**src/rtl/masked_and2_pkg.sv**
```systemverilog
package masked_and2_pkg;

  typedef enum logic {
    GATE_AND    = 1'b0,
    GATE_ANDXOR = 1'b1
  } gate_mode_e;

  localparam int unsigned RST_SYNC_STAGES = 2;

endpackage

```
**src/rtl/mand_rst_sync.sv**
```systemverilog
module mand_rst_sync #(
  parameter int unsigned STAGES = 2
) (
  input  logic clk,
  input  logic rst_n,
  output logic rst_sync_n
);

  logic [STAGES-1:0] chain_q;
  logic [STAGES-1:0] chain_d;

  always_comb begin
    chain_d = {chain_q[STAGES-2:0], 1'b1};
  end

  always_ff @(posedge clk or negedge rst_n) begin
    if (!rst_n) begin
      chain_q <= '0;
    end else begin
      chain_q <= chain_d;
    end
  end

  assign rst_sync_n = chain_q[STAGES-1];

endmodule

```
**src/rtl/mand_cross.sv**
```systemverilog
module mand_cross #(
  parameter int unsigned WIDTH = 8
) (
  input  logic [WIDTH-1:0] x0,
  input  logic [WIDTH-1:0] x1,
  input  logic [WIDTH-1:0] y0,
  input  logic [WIDTH-1:0] y1,
  output logic [WIDTH-1:0] p00,
  output logic [WIDTH-1:0] p01,
  output logic [WIDTH-1:0] p10,
  output logic [WIDTH-1:0] p11
);

  // One independent product cell per bit lane.
  for (genvar b = 0; b < WIDTH; b++) begin : g_lane
    assign p00[b] = x0[b] & y0[b];
    assign p01[b] = x0[b] & y1[b];
    assign p10[b] = x1[b] & y0[b];
    assign p11[b] = x1[b] & y1[b];
  end

endmodule

```
**src/rtl/mand_guard.sv**
```systemverilog
module mand_guard
  import masked_and2_pkg::*;
#(
  parameter int unsigned WIDTH = 8
) (
  input  gate_mode_e       mode,
  input  logic             m,
  input  logic [WIDTH-1:0] w0,
  input  logic [WIDTH-1:0] w1,
  input  logic [WIDTH-1:0] p00,
  input  logic [WIDTH-1:0] p01,
  output logic [WIDTH-1:0] t0,
  output logic [WIDTH-1:0] t1
);

  logic [WIDTH-1:0] guard0;
  logic [WIDTH-1:0] guard1;

  // Guard selection: one fresh bit spread over the word, or the w shares.
  always_comb begin
    unique case (mode)
      GATE_ANDXOR: begin
        guard0 = w0;
        guard1 = w1;
      end
      default: begin
        guard0 = {WIDTH{m}};
        guard1 = {WIDTH{m}};
      end
    endcase
  end

  // Guard is applied ahead of the register stage.
  assign t0 = p00 ^ guard0;
  assign t1 = p01 ^ guard1;

endmodule

```
**src/rtl/mand_stage.sv**
```systemverilog
module mand_stage #(
  parameter int unsigned WIDTH = 8
) (
  input  logic             clk,
  input  logic             rst_n,
  input  logic             in_valid,
  input  logic [WIDTH-1:0] t0,
  input  logic [WIDTH-1:0] t1,
  input  logic [WIDTH-1:0] p10,
  input  logic [WIDTH-1:0] p11,
  output logic [WIDTH-1:0] t0_q,
  output logic [WIDTH-1:0] t1_q,
  output logic [WIDTH-1:0] p10_q,
  output logic [WIDTH-1:0] p11_q,
  output logic             valid_q
);

  logic [WIDTH-1:0] t0_d;
  logic [WIDTH-1:0] t1_d;
  logic [WIDTH-1:0] p10_d;
  logic [WIDTH-1:0] p11_d;
  logic             load_en;

  assign load_en = in_valid;

  always_comb begin
    t0_d  = t0_q;
    t1_d  = t1_q;
    p10_d = p10_q;
    p11_d = p11_q;
    if (load_en) begin
      t0_d  = t0;
      t1_d  = t1;
      p10_d = p10;
      p11_d = p11;
    end
  end

  always_ff @(posedge clk or negedge rst_n) begin
    if (!rst_n) begin
      t0_q  <= '0;
      t1_q  <= '0;
      p10_q <= '0;
      p11_q <= '0;
    end else begin
      t0_q  <= t0_d;
      t1_q  <= t1_d;
      p10_q <= p10_d;
      p11_q <= p11_d;
    end
  end

  always_ff @(posedge clk or negedge rst_n) begin
    if (!rst_n) begin
      valid_q <= 1'b0;
    end else begin
      valid_q <= in_valid;
    end
  end

endmodule

```
**src/rtl/mand_compress.sv**
```systemverilog
module mand_compress #(
  parameter int unsigned WIDTH = 8
) (
  input  logic [WIDTH-1:0] t0_q,
  input  logic [WIDTH-1:0] t1_q,
  input  logic [WIDTH-1:0] p10_q,
  input  logic [WIDTH-1:0] p11_q,
  output logic [WIDTH-1:0] z0,
  output logic [WIDTH-1:0] z1
);

  // Each output share draws only on registered terms of its own column.
  assign z0 = t0_q ^ p10_q;
  assign z1 = t1_q ^ p11_q;

endmodule

```
**src/rtl/masked_and2_gadget.sv**
```systemverilog
module masked_and2_gadget
  import masked_and2_pkg::*;
#(
  parameter int unsigned WIDTH = 8
) (
  input  logic             clk,
  input  logic             rst_n,
  input  logic             in_valid,
  input  logic             mode,
  input  logic             m,
  input  logic [WIDTH-1:0] x0,
  input  logic [WIDTH-1:0] x1,
  input  logic [WIDTH-1:0] y0,
  input  logic [WIDTH-1:0] y1,
  input  logic [WIDTH-1:0] w0,
  input  logic [WIDTH-1:0] w1,
  output logic [WIDTH-1:0] z0,
  output logic [WIDTH-1:0] z1,
  output logic             out_valid
);

  logic             rst_sync_n;
  gate_mode_e       mode_e;
  logic [WIDTH-1:0] p00;
  logic [WIDTH-1:0] p01;
  logic [WIDTH-1:0] p10;
  logic [WIDTH-1:0] p11;
  logic [WIDTH-1:0] t0;
  logic [WIDTH-1:0] t1;
  logic [WIDTH-1:0] t0_q;
  logic [WIDTH-1:0] t1_q;
  logic [WIDTH-1:0] p10_q;
  logic [WIDTH-1:0] p11_q;

  assign mode_e = gate_mode_e'(mode);

  mand_rst_sync #(
    .STAGES(RST_SYNC_STAGES)
  ) u_rst_sync (
    .clk       (clk),
    .rst_n     (rst_n),
    .rst_sync_n(rst_sync_n)
  );

  mand_cross #(
    .WIDTH(WIDTH)
  ) u_cross (
    .x0 (x0),
    .x1 (x1),
    .y0 (y0),
    .y1 (y1),
    .p00(p00),
    .p01(p01),
    .p10(p10),
    .p11(p11)
  );

  mand_guard #(
    .WIDTH(WIDTH)
  ) u_guard (
    .mode(mode_e),
    .m   (m),
    .w0  (w0),
    .w1  (w1),
    .p00 (p00),
    .p01 (p01),
    .t0  (t0),
    .t1  (t1)
  );

  mand_stage #(
    .WIDTH(WIDTH)
  ) u_stage (
    .clk     (clk),
    .rst_n   (rst_sync_n),
    .in_valid(in_valid),
    .t0      (t0),
    .t1      (t1),
    .p10     (p10),
    .p11     (p11),
    .t0_q    (t0_q),
    .t1_q    (t1_q),
    .p10_q   (p10_q),
    .p11_q   (p11_q),
    .valid_q (out_valid)
  );

  mand_compress #(
    .WIDTH(WIDTH)
  ) u_compress (
    .t0_q (t0_q),
    .t1_q (t1_q),
    .p10_q(p10_q),
    .p11_q(p11_q),
    .z0   (z0),
    .z1   (z1)
  );

endmodule

```
**config.mk**
```make
export PLATFORM = sky130hd
export DESIGN_NAME = masked_and2_gadget
export DESIGN_NICKNAME = d
export VERILOG_FILES = /design/src/rtl/masked_and2_pkg.sv /design/src/rtl/mand_rst_sync.sv /design/src/rtl/mand_cross.sv /design/src/rtl/mand_guard.sv /design/src/rtl/mand_stage.sv /design/src/rtl/mand_compress.sv /design/src/rtl/masked_and2_gadget.sv
export SDC_FILE = /design/constraint.sdc
export NUM_CORES = 1
export LEC_CHECK = 0
export BUFFER_PORTS_ARGS = -buffer_cell sky130_fd_sc_hd__buf_2
export CAP_MARGIN = 0
export CORE_UTILIZATION = 52
export DETAILED_ROUTE_END_ITERATION = 12
export PLACE_DENSITY = 0.87
export SYNTH_ARGS = -nofsm -noshare
export SYNTH_HDL_FRONTEND = slang
export SYNTH_SLANG_ARGS = --single-unit
```
**constraint.sdc**
```tcl
create_clock -name clk -period 1.5 [get_ports clk]
set_input_delay 0.075 -clock clk [delete_from_list [all_inputs] [get_ports clk]]
set_output_delay 0.075 -clock clk [all_outputs]
set_load 0.05 [all_outputs]
```
==> metrics.cfg <==
[status]
status=finished with violations
violations=hold timing

[route]
drtAntennaViolNets=0
wl_per_cell_um=12.9
drt_iter0_markers=68
routed-via-count=1491
drt_wl_total_mm=3.94
drc=0
viasPerCell=4.89
drt-pass1-iter-count=4

[clock_tree]
numCtsBuffers=5
clock-root-buffer=clkbuf_4
htree_levels=2
clock_latency_ps=320
clk_path_buf_depth=2
cts_tree=built
cts.sinks=35
cts_resized=0
clk_pin_slew_ps=90

[final_layout]
area_growth_pct=32.2
nNetsFinal=313
insertedDiodeCount=0
nFillCells=287
layout-drive-gt1-share_pct=35.5

[global_route]
busiest_layer=met2
grt_usage_pct=22.8
use_met3_pct=5.04
grt_pass1_wl_mm=6.15
grt_pass1_vias=1474
grt_overflow=0
grt_start_max_net_pins=50
met1_usage_pct=25.7
grt_use_met2_pct=41.6
antenna_found_initial=0

[power_and_ir_drop]
leakagePower_nw=1.23
ir_worst_vdd_uv=727
power_density_mw_per_mm2=1040

[place]
dp_hpwl_mm=2.68
place.gp.congestion=0.706
io_buffers=69

[critical_path]
critical_path.cell_chain=xor2_1 -> buf_2
cp-start-kind=flip-flop
critPathMaxFanout=2
criticalPathCategory=flip-flop to primary output
required_ps=1420
cp.buffers_inverters=1
cp_top_family=flip-flops
cp.arrival_ps=1190
cpMaxStageDelayCell=dfrtp_1
end_kind=primary output
critPathMaxStageDelay_ps=410

[synth]
syn_nets=225
synth_area_leaders=dfrtp_1, xor2_1, mux2_2, mux2i_1, nand3_1
syn_area_mm2=0.00184
synthTopCellsByCount=dfrtp_1, xor2_1
syn_area_per_cell_um2=10.7
synth_flop_cell=dfrtp_1
synth.distinct_cells=14
synth_edf_count=0
netlist_instances=172
synth_area_leader_cell=dfrtp_1
synth.most_common_cell=dfrtp_1
yosys.area.top_type_share_pct=47.6
synthArstFlopShare_pct=100
seq_area_frac_synth_pct=47.6
yosys_warnings=0
ys_ff_latch=35

[job]
drv_cap=0

[sta]
fin_skew_ps=5.86
whs_ps=-1.04
finalHoldViolCount=1
rsz0062_at_grt=false
period_needed_ps=1270
max_freq_ghz=0.789
maxSlewViolCount=0
setup_tns_ps=0
finalCritPeriodShare_pct=84.5
setup_viol=0

[die]
dieArea_mm2=0.00378
fp.dieW_um=61.5
die_h_um=61.5
io_pins=70
core_mm2=0.00336
start_util_pct=54.7
rows=21

[worst_hold_path]
hp-class=input pin to flip-flop

-- state kept, by name, indices dropped and copies added, names as in the netlist --
register and count:
u_rst_sync.chain_q 2, u_stage.p10_q 8, u_stage.p11_q 8, u_stage.t0_q 8
u_stage.t1_q 8, u_stage.valid_q 1
-- placed cells by master, fill, tap and decap left out --
cell type,instances
xor2_1,32
clkbuf_4,5
buf_12,1
buf_2,69
conb_1,1
o21ai_0,16
inv_1,16
nand3_1,16
clkbuf_1,1
mux2_2,16
buf_4,1
mux2i_1,16
dfrtp_1,35
nand2_1,16
dlygate4sd3_1,18
-- cell families (layout without fill, tap and decap cells) --
family,after synthesis,count (layout),synth area share [%]
XOR/XNOR,32,32,15.2
AND/OR/NAND/NOR,32,32,7.61
other,1,1,0.204
buffers and inverters,24,111,6.53
flip-flops,35,35,47.6
AO/OA/AOI/OAI,16,16,4.35
multiplexers,32,32,18.5
-- worst paths after layout --
path	startpoint	end	slack [ps]	cells after the start
max	u_stage.p11_q[5]$_DFFE_PN0P_	z1[5]	230	2
max reg2reg	u_stage.t0_q[2]$_DFFE_PN0P_	u_stage.t0_q[2]$_DFFE_PN0P_	720	1
min in group asynchronous	rst_n	u_rst_sync.chain_q[1]$_DFF_PN0_	40	2
min	y1[0]	u_stage.p11_q[0]$_DFFE_PN0P_	-1	3
max in group asynchronous	u_rst_sync.chain_q[1]$_DFF_PN0_	u_stage.t1_q[4]$_DFFE_PN0P_	930	1
min reg2reg	u_rst_sync.chain_q[1]$_DFF_PN0_	u_stage.p10_q[0]$_DFFE_PN0P_	280	1
-- cell type report --
class	count	area (µm²)	share of cell area, %
flip-flops and latches	35	876	36.0
clock buffers	6	41.3	1.70
well taps	46	57.6	2.37
multi-input cells	113	845	34.7
repair buffers	89	553	22.7
inverters	16	60.1	2.47
-- report_power, final --
part | internal (W) | leakage, nW | total, W | switching, W
combinational | 0.000321 | 0.774 | 0.000954 | 0.000633
clock | 0.000167 | 0.0242 | 0.000446 | 0.000279
sequential | 0.00106 | 0.430 | 0.00113 | 0.0000766
-- timing repair --
action,in CTS,in global routing
hold buffers,18,0
buffers inserted,0,0
endpoints found under the hold margin,14,0
-- metal layers --
layer	routed length, µm	vias up
met2	2190	38
met5	0	-
met1	1550	710
met4	72	0
met3	126	7
li1	-	736
-- stage by stage --
step                util (%)  total power, W  area [µm²]  std cells  setup slack [ps]
global placement        65.7         0.00205        2210        281               286
detailed placement      65.7         0.00208        2210        281               214
finish                  72.3         0.00253        2430        305               232
global route            72.3         0.00268        2430        305               162
CTS                     72.3         0.00255        2430        305               210
floorplan                  -         0.00184        1840        172               286
Power figures use the tool's default switching activity.
